### config.mk
export PLATFORM = sky130hd
export DESIGN_NAME = striped_parity_ctrl
export DESIGN_NICKNAME = d
export VERILOG_FILES = /design/src/rtl/spc_pkg.sv /design/src/rtl/stripe_map.sv /design/src/rtl/lane_gather.sv /design/src/rtl/striped_parity_ctrl.sv
export SDC_FILE = /design/constraint.sdc
export NUM_CORES = 1
export LEC_CHECK = 0
export BUFFER_PORTS_ARGS = -buffer_cell sky130_fd_sc_hd__buf_2
export CORE_AREA = 2 2 325 327
export CTS_BUF_LIST = sky130_fd_sc_hd__clkbuf_4 sky130_fd_sc_hd__clkbuf_8
export DETAILED_ROUTE_END_ITERATION = 10
export DIE_AREA = 0 0 327 329
export GPL_TIMING_DRIVEN = 1
export REMOVE_ABC_BUFFERS = 1
export SLEW_MARGIN = 10
export SYNTH_ARGS = -nofsm -noshare
export SYNTH_HDL_FRONTEND = slang
export SYNTH_HIERARCHICAL = 1
export SYNTH_SLANG_ARGS = --single-unit
### constraint.sdc
create_clock -name clk -period 7.2 [get_ports clk]
set_input_delay 0 -clock clk [delete_from_list [all_inputs] [get_ports clk]]
set_output_delay 0 -clock clk [all_outputs]
set_load 0.1 [all_outputs]
### src/rtl/spc_pkg.sv
package spc_pkg;
  typedef enum logic [2:0] {
    ST_IDLE,   // waiting for host request
    ST_RD,     // single-lane read in flight
    ST_DEG,    // reconstruction reads in flight
    ST_WPRE,   // old data + old parity reads
    ST_WRCN,   // rebuild parity from other data lanes
    ST_WISS,   // launch the two writes
    ST_WWR,    // writes in flight
    ST_RSP     // holding host response
  } ctrl_state_e;
endpackage

### src/rtl/stripe_map.sv
module stripe_map #(
  parameter int DATA_LANES = 8,
  parameter int LBA_W      = 16,
  localparam int NL = DATA_LANES + 1,
  localparam int KW = $clog2(DATA_LANES),
  localparam int SW = LBA_W - KW,
  localparam int LW = $clog2(NL)
) (
  input  logic [LBA_W-1:0] lba,
  output logic [SW-1:0]    stripe,
  output logic [LW-1:0]    dlane,
  output logic [LW-1:0]    plane
);
  localparam logic [SW-1:0] NL_S  = SW'(NL);
  localparam logic [LW-1:0] TOP_L = LW'(NL - 1);

  logic [LW-1:0] rot;
  logic [LW-1:0] slot;

  always_comb begin
    stripe = lba[LBA_W-1:KW];
    slot   = LW'(lba[KW-1:0]);
    rot    = LW'(stripe % NL_S);
    plane  = TOP_L - rot;
    dlane  = (slot < plane) ? slot : slot + LW'(1);
  end
endmodule

### src/rtl/lane_gather.sv
module lane_gather #(
  parameter int NL    = 9,
  parameter int BLK_W = 32
) (
  input  logic                clk,
  input  logic                rst_n,
  input  logic                start,
  input  logic [NL-1:0]       start_mask,
  input  logic                start_write,
  output logic                busy,
  output logic                done,
  output logic [BLK_W-1:0]    acc,
  output logic [NL-1:0]       errm,
  output logic [NL-1:0]       lane_req_valid,
  input  logic [NL-1:0]       lane_req_ready,
  output logic [NL-1:0]       lane_req_write,
  input  logic [NL-1:0]       lane_rsp_valid,
  input  logic [NL*BLK_W-1:0] lane_rsp_rdata,
  input  logic [NL-1:0]       lane_rsp_err
);
  logic [NL-1:0]    pend_issue, pend_rsp, hit, fire;
  logic             write_q;
  logic [BLK_W-1:0] acc_n;

  assign lane_req_valid = pend_issue;
  assign lane_req_write = {NL{write_q}};
  assign hit  = lane_rsp_valid & pend_rsp & ~pend_issue;
  assign fire = pend_issue & lane_req_ready;

  always_comb begin
    acc_n = acc;
    for (int i = 0; i < NL; i++)
      if (hit[i]) acc_n = acc_n ^ lane_rsp_rdata[i*BLK_W +: BLK_W];
  end

  always_ff @(posedge clk) begin
    if (!rst_n) begin
      pend_issue <= '0;
      pend_rsp   <= '0;
      acc        <= '0;
      errm       <= '0;
      write_q    <= 1'b0;
      busy       <= 1'b0;
      done       <= 1'b0;
    end else if (start) begin
      pend_issue <= start_mask;
      pend_rsp   <= start_mask;
      acc        <= '0;
      errm       <= '0;
      write_q    <= start_write;
      busy       <= |start_mask;
      done       <= 1'b0;
    end else begin
      pend_issue <= pend_issue & ~fire;
      pend_rsp   <= pend_rsp & ~hit;
      acc        <= acc_n;
      errm       <= errm | (hit & lane_rsp_err);
      done       <= busy && ((pend_rsp & ~hit) == '0);
      if (busy && ((pend_rsp & ~hit) == '0)) busy <= 1'b0;
    end
  end

  // a new batch must not be launched over an unfinished one
  assert_start_when_free_R9: assert property (@(posedge clk) disable iff (!rst_n)
    start |-> !busy);

  generate
    for (genvar g = 0; g < NL; g++) begin : g_hold
      assert_lane_hold_R10: assert property (@(posedge clk) disable iff (!rst_n)
        (lane_req_valid[g] && !lane_req_ready[g]) |=>
          (lane_req_valid[g] && $stable(lane_req_write[g])));
    end
  endgenerate
endmodule

### src/rtl/striped_parity_ctrl.sv
module striped_parity_ctrl
  import spc_pkg::*;
#(
  parameter int DATA_LANES = 8,
  parameter int BLK_W      = 32,
  parameter int LBA_W      = 16,
  localparam int NL = DATA_LANES + 1,
  localparam int KW = $clog2(DATA_LANES),
  localparam int SW = LBA_W - KW,
  localparam int LW = $clog2(NL)
) (
  input  logic                clk,
  input  logic                rst_n,
  input  logic                req_valid,
  output logic                req_ready,
  input  logic                req_write,
  input  logic [LBA_W-1:0]    req_lba,
  input  logic [BLK_W-1:0]    req_wdata,
  output logic                rsp_valid,
  input  logic                rsp_ready,
  output logic [BLK_W-1:0]    rsp_rdata,
  output logic                rsp_err,
  output logic [NL-1:0]       lane_req_valid,
  input  logic [NL-1:0]       lane_req_ready,
  output logic [NL-1:0]       lane_req_write,
  output logic [NL*SW-1:0]    lane_req_addr,
  output logic [NL*BLK_W-1:0] lane_req_wdata,
  input  logic [NL-1:0]       lane_rsp_valid,
  input  logic [NL*BLK_W-1:0] lane_rsp_rdata,
  input  logic [NL-1:0]       lane_rsp_err
);
  ctrl_state_e      state;
  logic [SW-1:0]    m_stripe, stripe_q;
  logic [LW-1:0]    m_dlane, m_plane, dlane_q, plane_q;
  logic             write_q, err_q;
  logic [BLK_W-1:0] wdata_q, par_q, rdata_q;
  logic [NL-1:0]    d_oh, p_oh, md_oh, mp_oh;

  logic             g_start, g_write, g_busy, g_done;
  logic [NL-1:0]    g_mask, g_errm;
  logic [BLK_W-1:0] g_acc;

  stripe_map #(.DATA_LANES(DATA_LANES), .LBA_W(LBA_W)) u_map (
    .lba(req_lba), .stripe(m_stripe), .dlane(m_dlane), .plane(m_plane)
  );

  lane_gather #(.NL(NL), .BLK_W(BLK_W)) u_gather (
    .clk(clk), .rst_n(rst_n),
    .start(g_start), .start_mask(g_mask), .start_write(g_write),
    .busy(g_busy), .done(g_done), .acc(g_acc), .errm(g_errm),
    .lane_req_valid(lane_req_valid), .lane_req_ready(lane_req_ready),
    .lane_req_write(lane_req_write), .lane_rsp_valid(lane_rsp_valid),
    .lane_rsp_rdata(lane_rsp_rdata), .lane_rsp_err(lane_rsp_err)
  );

  assign d_oh  = NL'(1) << dlane_q;
  assign p_oh  = NL'(1) << plane_q;
  assign md_oh = NL'(1) << m_dlane;
  assign mp_oh = NL'(1) << m_plane;

  generate
    for (genvar g = 0; g < NL; g++) begin : g_lane
      assign lane_req_addr[g*SW +: SW]        = stripe_q;
      assign lane_req_wdata[g*BLK_W +: BLK_W] = (dlane_q == LW'(g)) ? wdata_q : par_q;
    end
  endgenerate

  assign req_ready = (state == ST_IDLE);
  assign rsp_valid = (state == ST_RSP);
  assign rsp_rdata = rdata_q;
  assign rsp_err   = err_q;

  // batch launch decisions
  always_comb begin
    g_start = 1'b0;
    g_mask  = '0;
    g_write = 1'b0;
    unique case (state)
      ST_IDLE: if (req_valid) begin
        g_start = 1'b1;
        g_mask  = req_write ? (md_oh | mp_oh) : md_oh;
      end
      ST_RD: if (g_done && g_errm != '0) begin
        g_start = 1'b1;
        g_mask  = ~d_oh;
      end
      ST_WPRE: if (g_done && (g_errm & p_oh) == '0 && (g_errm & d_oh) != '0) begin
        g_start = 1'b1;
        g_mask  = ~(d_oh | p_oh);
      end
      ST_WISS: begin
        g_start = 1'b1;
        g_mask  = d_oh | p_oh;
        g_write = 1'b1;
      end
      default: ;
    endcase
  end

  always_ff @(posedge clk) begin
    if (!rst_n) begin
      state    <= ST_IDLE;
      stripe_q <= '0;
      dlane_q  <= '0;
      plane_q  <= '0;
      write_q  <= 1'b0;
      wdata_q  <= '0;
      par_q    <= '0;
      rdata_q  <= '0;
      err_q    <= 1'b0;
    end else begin
      unique case (state)
        ST_IDLE: if (req_valid) begin
          stripe_q <= m_stripe;
          dlane_q  <= m_dlane;
          plane_q  <= m_plane;
          write_q  <= req_write;
          wdata_q  <= req_wdata;
          state    <= req_write ? ST_WPRE : ST_RD;
        end
        ST_RD: if (g_done) begin
          if (g_errm == '0) begin
            rdata_q <= g_acc;
            err_q   <= 1'b0;
            state   <= ST_RSP;
          end else begin
            state <= ST_DEG;
          end
        end
        ST_DEG: if (g_done) begin
          rdata_q <= g_acc;
          err_q   <= |g_errm;
          state   <= ST_RSP;
        end
        ST_WPRE: if (g_done) begin
          if ((g_errm & p_oh) != '0) begin
            rdata_q <= '0;
            err_q   <= 1'b1;
            state   <= ST_RSP;
          end else if ((g_errm & d_oh) != '0) begin
            state <= ST_WRCN;
          end else begin
            par_q <= g_acc ^ wdata_q;
            state <= ST_WISS;
          end
        end
        ST_WRCN: if (g_done) begin
          if (g_errm != '0) begin
            rdata_q <= '0;
            err_q   <= 1'b1;
            state   <= ST_RSP;
          end else begin
            par_q <= g_acc ^ wdata_q;
            state <= ST_WISS;
          end
        end
        ST_WISS: state <= ST_WWR;
        ST_WWR: if (g_done) begin
          rdata_q <= '0;
          err_q   <= 1'b0;
          state   <= ST_RSP;
        end
        ST_RSP: if (rsp_ready) state <= ST_IDLE;
        default: state <= ST_IDLE;
      endcase
    end
  end

  assert_rsp_hold_R9: assert property (@(posedge clk) disable iff (!rst_n)
    (rsp_valid && !rsp_ready) |=>
      (rsp_valid && $stable(rsp_rdata) && $stable(rsp_err)));

  assert_single_flight_R9: assert property (@(posedge clk) disable iff (!rst_n)
    !(req_ready && rsp_valid));

  assert_lanes_distinct_R1: assert property (@(posedge clk) disable iff (!rst_n)
    (state != ST_IDLE) |-> (dlane_q != plane_q));

  assert_write_pair_R5: assert property (@(posedge clk) disable iff (!rst_n)
    (|(lane_req_valid & lane_req_write)) |-> ((lane_req_valid & ~(d_oh | p_oh)) == '0));

  assert_quiet_on_ack_R6: assert property (@(posedge clk) disable iff (!rst_n)
    rsp_valid |-> (lane_req_valid == '0 && !g_busy));

  assert_no_write_on_perr_R7: assert property (@(posedge clk) disable iff (!rst_n)
    (state == ST_WPRE && g_done && (g_errm & p_oh) != '0) |=> (state == ST_RSP && err_q));
endmodule

; ---- Word-level counts from Yosys, hierarchy flattened
; Index checks and enable logic that the tools add are counted.
[word_totals]
latch_bits = 0
ram_bits = 0
mem_count = 0
ff_bits = 183
inputBits = 368
output_inout_bits = 458
rom_bits = 0
elab_cells = 171
[classes]
mul = 0
bitwise_logic = 27
n_addsub = 2
shifts = 4
n_reduce_logical = 23
muxes = 69
n_eq_ne = 29
n_lt_le_gt_ge = 1
div = 1
[ops]
columns = cell, n
row1 = 32-bit two-way mux, 31
row2 = 32-bit XOR, 10
row3 = 32-bit case mux with 5 select lines, 1
row4 = 9-bit bitwise AND, 8
row5 = 32-bit case mux with 2 select lines, 1
row6 = 9-bit two-way mux, 6
row7 = 9-bit inverter, 5
row8 = 9-bit case mux with 4 select lines, 1
row9 = "1-bit by 4-bit << shifter with 9-bit output, first input constant", 4
row10 = 9-bit logical NOT, 3
row11 = 9-bit OR, 3
row12 = 9-bit nonzero test, 3
row13 = 3-bit two-way mux, 7
row14 = 3-bit case mux with 7 select lines, 1
row15 = 9-bit OR reduction, 2
row16 = "4-bit by 3-bit equality test with 1-bit output, second input constant", 4
row17 = 1-bit two-way mux, 15
row18 = "2-bit by 1-bit != test with 1-bit output, second input constant", 7
row19 = "2-bit != test, second input constant", 7
row20 = "13-bit by 4-bit remainder unit with 13-bit output, second input constant", 1
row21 = "3-bit equality test, second input constant", 4
row22 = 6-bit AND reduction, 2
row23 = 9-bit AND reduction, 1
row24 = "4-bit by 2-bit equality test with 1-bit output, second input constant", 2
row25 = other kinds (19), 27

; ---- Longest topological paths before layout
; Gate-level depths: netlist of the first run.
[logic_depth]
depth_word = 19
depth_mapped = 36
mapped_depth_nobuf = 33

; ---- By module
; The synthesis of the first run kept the hierarchy.
[modules_own_cells]
columns = module, seq_area_each_um2, cells_per_inst, instances, area_per_inst_um2
row1 = striped_parity_ctrl, 2422.3, 1190, 1, 10572.6
row2 = lane_gather, 1241.2, 877, 1, 7891.3
row3 = stripe_map, 0.0, 262, 1, 1898.1

; ---- Worst setup path before layout of the first run
; Ideal clock, no wire load.
[synth_path]
kind = input to register
start = input port req_lba[11]
end = register u_gather.busy
setup_time_ns = 0.135
n_path_buf = 2
stages = 34
t_arrival_ns = 6.433
setup_slack_ns = 0.633
cell_sequence = buf_6 -> nor2b_4 -> buf_6 -> a21o_1 -> a221o_1 -> a311oi_2 -> and2_1 -> o221ai_1 -> o21a_1 -> o31ai_1 -> o221ai_2 -> and3_1 -> a211oi_2 -> ha_1 -> inv_1 -> o32ai_2 -> nor2b_4 -> nand2_1 -> xnor2_1 -> inv_1 -> ha_1 -> nor4_1 -> mux2i_1 -> o221ai_1 -> a2111o_1 -> xnor2_1 -> nand2b_1 -> o32ai_1 -> nand2_1 -> o21ai_1 -> nor4_1 -> nand2_1 -> o41ai_1 -> a21boi_0
[synth_between]
elab_chain_cells = 11
word_cells_on_any_way = 12
classes_between = 1 x add/sub / 1 x div / 1 x order compare / 2 x shift / 5 x mux / 1 x bitwise / 1 x reduce/logical
[synth_lines]
columns = item, line_no
row1 = "start, declared", striped_parity_ctrl.sv:17  ; input logic [LBA_W-1:0] req_lba,
row2 = 13-bit by 4-bit remainder unit with 13-bit output (*), stripe_map.sv:23  ; rot = LW'(stripe % NL_S);
row3 = 4-bit subtractor (*), stripe_map.sv:24  ; plane = TOP_L - rot;
row4 = named net m_plane[1], striped_parity_ctrl.sv:34  ; logic [LW-1:0] m_dlane, m_plane, dlane_q, plane_q;
row5 = 3-bit by 4-bit < comparator with 1-bit output (*), stripe_map.sv:25  ; dlane = (slot < plane) ? slot : slot + LW'(1);
row6 = 4-bit two-way mux (*), stripe_map.sv:25
row7 = named net m_dlane[2], striped_parity_ctrl.sv:34
row8 = 1-bit by 4-bit << shifter with 9-bit output (*), striped_parity_ctrl.sv:58  ; assign md_oh = NL'(1) << m_dlane;
row9 = 9-bit OR, striped_parity_ctrl.sv:81  ; g_mask = req_write ? (md_oh | mp_oh) : md_oh;
row10 = 9-bit two-way mux (*), striped_parity_ctrl.sv:81
row11 = 9-bit two-way mux (*), striped_parity_ctrl.sv:79  ; ST_IDLE: if (req_valid) begin
row12 = 9-bit case mux with 4 select lines (*), striped_parity_ctrl.sv:78  ; unique case (state)
row13 = named net g_mask[2], striped_parity_ctrl.sv:40  ; logic [NL-1:0] g_mask, g_errm;
row14 = 9-bit OR reduction (*), lane_gather.sv:51  ; busy <= |start_mask;
row15 = 1-bit two-way mux (*), lane_gather.sv:45  ; end else if (start) begin
row16 = "end signal, assigned", lane_gather.sv:51
row17 = "end, declared", lane_gather.sv:10  ; output logic busy,
; Mark *: on every way through the listed nets, which the timed path passes. The rest lies on a longest branch.
; A chain may end at the register's enable or synchronous reset.

; ---- Worst setup path after layout of the first run
[layout_path]
start = input port req_lba[9]
end = register u_gather.pend_issue[0], in the netlist u_gather/lane_req_valid[0]
[layout_between]
elab_chain_cells = 10
word_cells_on_any_way = 11
classes_between = 1 x add/sub / 1 x div / 1 x order compare / 2 x shift / 5 x mux / 1 x bitwise
[layout_lines]
columns = item, line_no
row1 = 13-bit by 4-bit remainder unit with 13-bit output (*), stripe_map.sv:23
row2 = 4-bit subtractor (*), stripe_map.sv:24
row3 = 3-bit by 4-bit < comparator with 1-bit output (*), stripe_map.sv:25
row4 = 4-bit two-way mux (*), stripe_map.sv:25
row5 = named net m_dlane[1], striped_parity_ctrl.sv:34
row6 = 1-bit by 4-bit << shifter with 9-bit output (*), striped_parity_ctrl.sv:58
row7 = 9-bit OR, striped_parity_ctrl.sv:81
row8 = 9-bit two-way mux (*), striped_parity_ctrl.sv:81
row9 = 9-bit two-way mux (*), striped_parity_ctrl.sv:79
row10 = 9-bit case mux with 4 select lines (*), striped_parity_ctrl.sv:78
row11 = named net g_mask[0], striped_parity_ctrl.sv:40
row12 = 9-bit two-way mux (*), lane_gather.sv:45
row13 = "end signal, assigned", lane_gather.sv:46  ; pend_issue <= start_mask;
row14 = "end signal, assigned", lane_gather.sv:54  ; pend_issue <= pend_issue & ~fire;
row15 = "end, declared", lane_gather.sv:21  ; logic [NL-1:0] pend_issue, pend_rsp, hit, fire;
; Marks and branches as above.

==> impl_metrics.csv, run 1 <==
group,metric,value,unit
outcome,status,"finished clean",
timing,postLayoutSetupSlackWorst,0.347,ns
timing,finalCritPeriodShare,95.2,%
cells_and_area,final_common_cell,"buf_2",
timing,slew_viol_final,0,
drt,dr.pass1.iters,8,
timing,slew_headroom,23.3,%
place,io_buffers,825,
critical_path,critPathMaxStageDelay,0.57,ns
worst_hold_path,hold_class,"input port to flip-flop",
power,swShare,61.7,%
timing,setup_viol,0,
floorplan,start_util,19.5,%
clock_network,clockBufferDepth,2,
timing,worst_pin_slew,1.15,ns
critical_path,worst-path-max-fanout,8,
global_routing,grtUsageTotal,18.1,%
drt,drt-initial-drc-count,1498,
place,dp_hpwl,75600,um
critical_path,endpoint_kind,"flip-flop",
drt,detail-route-antenna-nets,0,
floorplan,core_area,0.104,mm2
synth,synthArstFlopShare,0,%
critical_path,cp_top_family,"compound AO/OA/AOI/OAI gates",
power,power.internal,2.96,mW
critical_path,reg2reg_to,"u_gather/done",
power,p_leak,11.6,nW
critical_path,crit_buf_inv,5,
global_routing,antenna_found_initial,28,
clock_network,cts-root-buf,"clkbuf_8",
synth,avgSynthCellArea,8.74,um2
timing,finalSetupTns,0,ns
synth,synth-seq-area-share,18.0,%
critical_path,reg2reg_from,"dlane_q[3]",
synth,synth_area,0.0204,mm2
drt,via_per_inst,4.74,
power,ir_drop,420,uV
cells_and_area,drive_gt1_share,43.5,%
critical_path,regToRegSetupSlack,2.76,ns
drt,vias,21000,
timing,final_hold_viol_count,0,
synth,synth_edf_count,0,
synth,ys_warn_count,6,
critical_path,worstPathArrival,7.39,ns
timing,whs,0.0948,ns
clock_network,cts_tree,"built",
floorplan,rows,119,
timing,finalCriticalPeriod,6.85,ns
critical_path,cp_data_required_time,7.73,ns
place,place_congestion,0.862,
clock_network,cts_buffers,17,
timing,skew,0.0292,ns
synth,yosys_register_bits,183,
global_routing,grt_pass1_wl,141000,um
synth,synthCells,2329,
critical_path,r2r_cells,8,
critical_path,path_class,"input port to flip-flop",
worst_hold_path,min_path_cells,6,
global_routing,grt_max_degree,67,
power,pwr-share-clk,10.8,%
drt,drc,0,
synth,synth.distinct_cells,107,
global_routing,gr-total-overflow,0,
critical_path,startpoint_type,"input port",
power,pwr_density_cell,288,mW/mm2
global_routing,grt_pass1_vias,20000,
power,p_total,7.72,mW
clock_network,clk_pin_slew,0.13,ns
cells_and_area,area_growth,31.6,%
power,seq_power_share,21.6,%
clock_network,h-tree-depth,4,
floorplan,num_io_pins,826,
power,p_comb_share,67.5,%
drt,wire_per_inst,23.2,um
synth,synth_ff_type,"dfxtp_1",
floorplan,die-area,0.108,mm2
clock_network,clk_latency,0.61,ns
worst_hold_path,hold_start,"lane_rsp_rdata[4]",
clock_network,clock_sinks,183,
cells_and_area,finalNetCount,3386,
timing,fmax,146,MHz
floorplan,chipWidth,327,um
critical_path,cpMaxStageDelayCell,"dlygate4sd3_1",
power,power.switching,4.76,mW
floorplan,die_h,329,um
drt,wl,103000,um
flow_run,drv_cap,0,
worst_hold_path,hold_end,"u_gather/acc[4]",
cells_and_area,most-common-layout-cells,"buf_2, mux2_2, nand4b_1, xnor2_1, nand2_1",
place,place_worst_setup_slack,-0.0633,ns
==> worst min-delay path, stage by stage <==
cell and delay, ns:
buf_2 0.10, nand4b_1 0.09, xnor2_1 0.14, xnor2_1 0.20, xnor2_1 0.07, nor2_1 0.07
==> cells by family after synthesis <==
family | synth area share (%)
adders and majority gates | 0.307
AOI/OAI and AO/OA | 13.3
and+or+nand+nor | 23.9
DFF | 18.0
muxes | 16.9
buffers and inverters | 12.8
xor gates and xnor gates | 14.9
==> power by group through the flow <==
stage,Sequential [mW],Combinational [mW],Clock [mW]
finish,1.67,5.21,0.837
global route,1.70,5.45,0.913
CTS,1.66,5.17,0.881
detailed placement,1.68,4.94,0
global placement,1.67,4.92,0
floorplan,2.55,2.69,0
==> cell type report <==
type / count / area, um2
Clock buffer: 17 / 234
Multi-Input combinational cell: 1701 / 14300
Fill cell: 11400 / 77600
Inverter: 43 / 168
Timing Repair Buffer: 1067 / 6440
Antenna cell: 16 / 40.0
Clock inverter: 15 / 200
Tap cell: 1391 / 1740
Sequential cell: 183 / 3680
==> metal layers <==
layer | wire [um] | GRT usage [%] | share of wire (%) | vias up
li1 | - | - | - | 9623
met1 | 45000 | 23.8 | 44 | 10100
met2 | 46400 | 28.6 | 45 | 1061
met3 | 7680 | 3.71 | 7.5 | 195
met4 | 3690 | 7.59 | 3.6 | 12
met5 | 73 | 0 | 0.071 | -
==> synth_stat cells, types with 11 or more instances <==
library cell	count	share of area [%]
a21boi_0	64	2.4
a21oi_1	32	0.79
and2_1	11	0.34
buf_1	34	0.63
buf_2	64	1.6
buf_4	167	6.2
buf_6	20	1.1
clkbuf_1	110	2.0
dfxtp_1	183	18
inv_1	41	0.76
mux2_2	292	16
nand2_1	224	4.1
nand2b_1	13	0.40
nand3_1	50	1.2
nand4b_1	288	12
nor2_1	88	1.6
nor3_1	22	0.54
nor4_1	12	0.37
o21ai_0	74	1.8
o21ai_1	14	0.34
o221a_4	30	2.9
xnor2_1	261	11
xnor3_1	32	3.5
==> worst max path at each step <==
stage                          start                         end  cells after the start
detailed placement       req_lba[12]               u_gather/busy                     33
global route              req_lba[9]  u_gather/lane_req_valid[4]                     33
finish                    req_lba[9]  u_gather/lane_req_valid[0]                     31
CTS                       req_lba[9]  u_gather/lane_req_valid[6]                     32
global placement         req_lba[12]               u_gather/busy                     34
floorplan           u_gather/write_q            u_gather/write_q                      2
==> registers in the layout (all words and copies together) (netlist names) <==
name	flops
par_q	32
u_gather/done	1
u_gather/acc	32
u_gather/busy	1
rsp_err	1
wdata_q	32
state	3
u_gather/write_q	1
dlane_q	4
plane_q	4
rsp_rdata	32
u_gather/pend_rsp	9
stripe_q	13
u_gather/lane_req_valid	9
u_gather/errm	9
==> what timing repair did <==
item / in CTS / in global routing
hold endpoints to repair: 118 / 0
hold buffers: 195 / 0
buffers inserted: 0 / 5
setup endpoints to repair: 0 / 12
resized for setup: 0 / 23
==> stage by stage <==
stage | util, % | std cells | cell area [um2]
finish | 25.7 | 4433 | 26800
detailed placement | 23.2 | 4185 | 24200
global placement | 23.2 | 4185 | 24200
CTS | 25.5 | 4412 | 26600
floorplan | - | 1927 | 17900
global route | 25.7 | 4427 | 26800
Note: power is estimated with default switching activity, not from simulation.
==> run 2, diff against run 1 <==
--- a/config.mk
+++ b/config.mk
@@ -5,11 +5,12 @@
 export SDC_FILE = /design/constraint.sdc
 export NUM_CORES = 1
 export LEC_CHECK = 0
+export ABC_AREA = 1
 export BUFFER_PORTS_ARGS = -buffer_cell sky130_fd_sc_hd__buf_2
-export CORE_AREA = 2 2 325 327
+export CORE_AREA = 2 2 317 319
 export CTS_BUF_LIST = sky130_fd_sc_hd__clkbuf_4 sky130_fd_sc_hd__clkbuf_8
 export DETAILED_ROUTE_END_ITERATION = 10
-export DIE_AREA = 0 0 327 329
+export DIE_AREA = 0 0 319 321
 export GPL_TIMING_DRIVEN = 1
 export REMOVE_ABC_BUFFERS = 1
 export SLEW_MARGIN = 10
==> run 2 against run 1 <==
Clock power shrank 2%. Design area down 1.3%. Synthesized cell count is 51% higher. Via count up 20%. Largest cell class unchanged. Critical path type unchanged.
==> impl_metrics.csv, run 2 <==
group,metric,value,unit
synth,avgSynthCellArea,5.50,um2
synth,yosys_register_bits,183,
synth,synth_ff_type,"dfxtp_1",
synth,netlist_top_cells_count,"nand2_1, inv_1, o21ai_0",
synth,synth_most_common_cell,"nand2_1",
place,io_buffers,825,
cells_and_area,drive_gt1_share,24.1,%
clock_network,cts_tree,"built",
timing,postLayoutSetupSlackWorst,0.701,ns
cells_and_area,multi_input_comb_area,0.0124,mm2
critical_path,endpoint_kind,"flip-flop",
timing,final_hold_viol_count,0,
critical_path,regToRegSetupSlack,2.68,ns
clock_network,h-tree-depth,4,
timing,setup_viol,0,
critical_path,cpMaxStageDelayCell,"dlygate4sd3_1",
place,dp_hpwl,82100,um
power,p_comb_share,76.6,%
global_routing,grtUsageTotal,19.5,%
worst_hold_path,hold_class,"input port to flip-flop",
clock_network,clock_sinks,183,
critical_path,crit_path_frequent_cell,"nand2_2",
global_routing,gr-total-overflow,0,
cells_and_area,area_growth,36.6,%
timing,fmax,154,MHz
critical_path,path_class,"input port to flip-flop",
critical_path,crit_buf_inv,14,
global_routing,antenna_found_initial,19,
synth,synth_top_area_cell,"nand2_1",
drt,wl,105000,um
floorplan,chipWidth,319,um
critical_path,cp_top_family,"simple AND/OR/NAND/NOR gates",
synth,synthCells,3521,
floorplan,start_util,19.5,%
drt,drc,0,
drt,dr.pass1.iters,8,
cells_and_area,regArea,0.00366,mm2
cells_and_area,most-common-layout-cells,"nand2_1, buf_2, inv_1, o21ai_0, nor2_1",
drt,detail-route-antenna-nets,0,
place,place_congestion,0.888,
critical_path,cp_data_required_time,7.68,ns
global_routing,grt_max_degree,67,
clock_network,clockBufferDepth,2,
power,seq_power_share,15.8,%
floorplan,num_io_pins,826,
outcome,status,"finished clean",
critical_path,worst-path-max-fanout,6,
cells_and_area,finalNetCount,4705,
timing,worst_pin_slew,1.12,ns
timing,finalCriticalPeriod,6.50,ns
critical_path,startpoint_type,"input port",
synth,synth_area,0.0194,mm2
synth,synthArstFlopShare,0,%
clock_network,cts_buffers,17,
drt,drt-initial-drc-count,2089,
power,swShare,66.8,%
global_routing,grt_pass1_wl,147000,um
synth,ys_warn_count,6,
power,power.internal,3.59,mW
clock_network,cts-root-buf,"clkbuf_8",
cells_and_area,final_common_cell,"nand2_1",
critical_path,critPathMaxStageDelay,0.53,ns
timing,finalCritPeriodShare,90.3,%
drt,wire_per_inst,18.6,um
timing,whs,0.0537,ns
power,p_total,10.8,mW
clock_network,clk_pin_slew,0.12,ns
flow_run,drv_cap,0,
critical_path,worstPathArrival,6.97,ns
power,power.switching,7.20,mW
floorplan,die-area,0.102,mm2
cells_and_area,fillers,11300,
synth,synth_edf_count,0,
synth,synth.distinct_cells,47,
drt,via_per_inst,4.46,
timing,slew_headroom,25.4,%
place,place_worst_setup_slack,0.390,ns
floorplan,core_area,0.0993,mm2
timing,skew,0.0219,ns
power,p_leak,13.6,nW
synth,synth.top_cells.by_area,"nand2_1, dfxtp_1, o21ai_0",
synth,synth_top_area_share,23.2,%
clock_network,clk_latency,0.62,ns
synth,synth-seq-area-share,18.9,%
floorplan,rows,116,
power,pwr-share-clk,7.6,%
power,pwr_density_cell,408,mW/mm2
floorplan,die_h,321,um
global_routing,grt_pass1_vias,22700,
drt,vias,25200,
timing,slew_viol_final,0,
power,ir_drop,614,uV
## run 2: cell types whose count changed after synthesis, moves of 75 or more
| cell | previous run | this run |
|---|---|---|
| xnor2_1 | 261 | 90 |
| nand4_1 | 4 | 83 |
| inv_1 | 41 | 462 |
| mux2_2 | 292 | 0 |
| nor2_1 | 88 | 293 |
| nand4b_1 | 288 | 0 |
| nand3_1 | 50 | 203 |
| o21ai_0 | 74 | 363 |
| a21oi_1 | 32 | 107 |
| nand2_1 | 224 | 1194 |
## run 2: stage by stage
stage               cells  cell area, um2  utilization [%]  TNS, ns
global route         5647           26400             26.6  -0.0184
floorplan            3245           17700                -        0
CTS                  5638           26300             26.5        0
global placement     5397           23800             24.0        0
detailed placement   5397           23800             24.0        0
finish               5649           26400             26.6        0
## run 2: area by class of cell
| cell class | instances | area share (%) |
|---|---|---|
| diodes | 6 | 0.0568 |
| clock buffers | 18 | 0.937 |
| clock inverters | 14 | 0.601 |
| inverters | 485 | 6.91 |
| multi-input cells | 2577 | 47.0 |
| flip-flops and latches | 183 | 13.9 |
| well taps | 1298 | 6.14 |
| repair buffers | 1068 | 24.5 |
## run 2: routing by layer
layer	vias up	wire length, um	GRT usage, %
li1	12500	-	-
met1	11400	45300	24.5
met2	1044	46700	31.4
met3	195	8860	5.17
met4	14	3900	7.87
met5	-	95	0
## run 2: logic make-up after synthesis
family,synth area share (%)
and+or+nand+nor,42.2
adders and majority gates,0.323
AOI/OAI and AO/OA,14.5
buffers and inverters,18.0
xor gates and xnor gates,6.06
DFF,18.9
## run 2: repair_timing
item                       CTS  global route
hold endpoints to repair   120             0
hold buffers               209             0
setup endpoints to repair    0            17
gates resized for setup      0            32
setup buffers                0             5
## run 2: tightest hold or removal path, stage by stage
cell and delay, ns:
buf_2 0.21, nand2_4 0.13, nor2_8 0.12, nand2_1 0.10
a21oi_1 0.05
## run 2: power groups by stage
stage | Combinational (mW) | Sequential [mW] | Clock (mW)
2_1_floorplan | 4.35 | 3.21 | 0
3_3_place_gp | 7.63 | 1.72 | 0
3_5_place_dp | 7.69 | 1.73 | 0
4_1_cts | 7.97 | 1.71 | 0.854
5_1_grt | 8.90 | 1.75 | 0.881
6_report | 8.27 | 1.71 | 0.817
## run 2: final timing paths
| path | cells after the start | to | start |
|---|---|---|---|
| setup / recovery | 66 | u_gather/busy | req_lba[13] |
| hold / removal | 5 | u_gather/errm[5] | lane_rsp_valid[5] |
| setup reg to reg | 14 | u_gather/acc[1] | u_gather/lane_req_valid[0] |
| hold reg to reg | 2 | rsp_rdata[2] | rsp_rdata[2] |
==> run 3, diff against run 2 <==
--- a/config.mk
+++ b/config.mk
@@ -12,7 +12,6 @@
 export DETAILED_ROUTE_END_ITERATION = 10
 export DIE_AREA = 0 0 319 321
 export GPL_TIMING_DRIVEN = 1
-export REMOVE_ABC_BUFFERS = 1
 export SLEW_MARGIN = 10
 export SYNTH_ARGS = -nofsm -noshare
 export SYNTH_HDL_FRONTEND = slang
==> run 3 against run 2 <==
Clock-buffer cell count decreased by 1. Register-to-register slack got worse by 0.16 ns. Sequential power increased by 4%. Routed wire length decreased by 2.4%. Maximum frequency decreased by 1.3%. Via count increased by 0.53%. Sequential share of layout area decreased by 0.12 points. First-iteration DRC count decreased by 22%. Non-clock buffer count increased by 30. Die area unchanged. Power decreased by 0.29%. Critical path depth increased by 1.
==> impl_metrics.csv, run 3 (synthesized netlist as in run 2, its figures left out) <==
group,metric,value,unit
outcome,status,"finished clean",
clock_network,h-tree-depth,4,
global_routing,grt_pass1_vias,22800,
global_routing,antenna_found_initial,20,
power,swShare,66.6,%
cells_and_area,area_growth,37.8,%
timing,setup_viol,0,
global_routing,grt_pass1_wl,144000,um
power,ir_drop,368,uV
worst_hold_path,hold_class,"input port to flip-flop",
global_routing,gr-total-overflow,0,
timing,finalCriticalPeriod,6.58,ns
critical_path,reg2reg_to,"u_gather/acc[1]",
timing,postLayoutSetupSlackWorst,0.616,ns
critical_path,worst-path-max-fanout,6,
power,p_leak,13.8,nW
floorplan,die_h,321,um
cells_and_area,drive_gt1_share,23.7,%
clock_network,cts_tree,"built",
floorplan,chipWidth,319,um
critical_path,crit_path_frequent_cell,"nand2_2",
critical_path,endpoint_kind,"flip-flop",
cells_and_area,final_common_cell,"nand2_1",
timing,whs,0.0826,ns
critical_path,path_class,"input port to flip-flop",
place,io_buffers,825,
power,power.switching,7.16,mW
timing,worst_pin_slew,1.02,ns
timing,skew,0.0387,ns
cells_and_area,most-common-layout-cells,"nand2_1, buf_2, inv_1, o21ai_0, nor2_1",
global_routing,grt_max_degree,78,
drt,dr.pass1.iters,6,
timing,slew_viol_final,0,
critical_path,critPathMaxStageDelay,0.53,ns
worst_hold_path,hold_end,"u_gather/acc[11]",
critical_path,startpoint_type,"input port",
cells_and_area,finalNetCount,4735,
floorplan,start_util,19.5,%
drt,drt-initial-drc-count,1619,
worst_hold_path,min_path_cells,7,
drt,drc,0,
cells_and_area,fillers,11300,
critical_path,reg2reg_from,"u_gather/lane_req_valid[8]",
clock_network,cts_buffers,17,
critical_path,regToRegSetupSlack,2.52,ns
critical_path,r2r_cells,14,
global_routing,grtUsageTotal,19.0,%
synth,synth_fp_nets,3894,
timing,slew_headroom,31.8,%
place,dp_hpwl,80800,um
timing,finalSetupTns,0,ns
critical_path,worstPathArrival,7.02,ns
timing,fmax,152,MHz
floorplan,die-area,0.102,mm2
power,pwr-share-clk,7.7,%
flow_run,drv_cap,0,
place,place_congestion,0.884,
drt,wire_per_inst,18.0,um
drt,vias,25300,
worst_hold_path,hold_start,"lane_rsp_rdata[267]",
power,power.internal,3.60,mW
drt,wl,102000,um
power,seq_power_share,16.5,%
drt,via_per_inst,4.46,
clock_network,clk_latency,0.59,ns
critical_path,cpMaxStageDelayCell,"dlygate4sd3_1",
critical_path,cp_data_required_time,7.64,ns
power,p_comb_share,75.9,%
clock_network,clock_sinks,183,
floorplan,num_io_pins,826,
clock_network,clk_pin_slew,0.13,ns
place,place_worst_setup_slack,0.278,ns
power,pwr_density_cell,403,mW/mm2
timing,final_hold_viol_count,0,
floorplan,core_area,0.0993,mm2
floorplan,rows,116,
clock_network,clockBufferDepth,2,
clock_network,cts-root-buf,"clkbuf_8",
drt,detail-route-antenna-nets,0,
timing,finalCritPeriodShare,91.4,%
==> run 3: cell count changes in the layout (fill, tap and decap cells not counted), moves of 2 or more <==
| cell | change |
|---|---|
| clkinvlp_4 | -2 |
| nand2_4 | -4 |
| clkinv_8 | +2 |
| inv_2 | -4 |
| nor2_1 | +2 |
| inv_1 | +4 |
| nand2_1 | +6 |
| nand2_2 | -2 |
| dlygate4sd3_1 | +30 |
| diode_2 | +3 |
==> run 3: what timing repair did <==
action / in CTS / in global routing
endpoints found under the hold margin: 134 / 0
buffers inserted: 0 / 8
hold buffers: 239 / 0
gates resized for setup: 0 / 14
setup endpoints to repair: 0 / 19
==> run 3: worst max-delay path by stage <==
stage           startpoint       endpoint  slack [ns]  depth (start not counted)
2_1_floorplan  req_lba[13]  u_gather/busy        1.43                         61
3_3_place_gp   req_lba[13]  u_gather/busy        0.51                         62
3_5_place_dp   req_lba[13]  u_gather/busy        0.28                         62
4_1_cts        req_lba[13]  u_gather/busy        0.38                         63
5_1_grt        req_lba[13]  u_gather/busy       -0.08                         67
6_report       req_lba[13]  u_gather/busy        0.62                         67
==> run 3: critical path: cells and delay by family <==
kind,cells,cell delay (ns)
buffers and inverters,13,1.48
AND/OR/NAND/NOR,47,4.44
adder cells (fa/ha/maj),2,0.46
AO/OA/AOI/OAI,4,0.40
XOR/XNOR,1,0.20
==> run 3: metrics by stage <==
stage	utilization [%]	power, mW	area [um2]	instances
after detailed placement	23.9	9.40	23700	5394
final	26.9	10.8	26700	5682
after global placement	23.9	9.30	23700	5394
after floorplan	-	7.84	19400	3521
after global routing	26.9	11.5	26700	5682
after CTS	26.7	10.6	26500	5665
==> run 3: area by class of cell <==
cell class	instances	area (um2)	share of cell area [%]
sequential	183	3660	13.7
clock inverter	15	184	0.689
clock buffer	17	234	0.877
tap	1298	1620	6.09
antenna	9	22.5	0.0844
timing repair buffer	1098	6780	25.4
inverter	485	1820	6.83
multi-input combinational	2577	12300	46.3
==> run 3: routing by layer <==
| layer | track usage (%) | up-vias | wire (um) |
|---|---|---|---|
| met2 | 33.3 | 1049 | 49200 |
| met5 | 0 | - | 51 |
| met4 | 8.46 | 8 | 4280 |
| li1 | - | 12600 | - |
| met3 | 3.44 | 185 | 6650 |
| met1 | 22.5 | 11500 | 42100 |
==> run 3: power groups by stage <==
stage               Clock [mW]  Sequential [mW]  Combinational [mW]
floorplan                    0             2.36                5.48
CTS                      0.882             1.79                7.94
detailed placement           0             1.81                7.59
global route             0.902             1.82                8.77
finish                   0.827             1.77                8.16
global placement             0             1.81                7.50
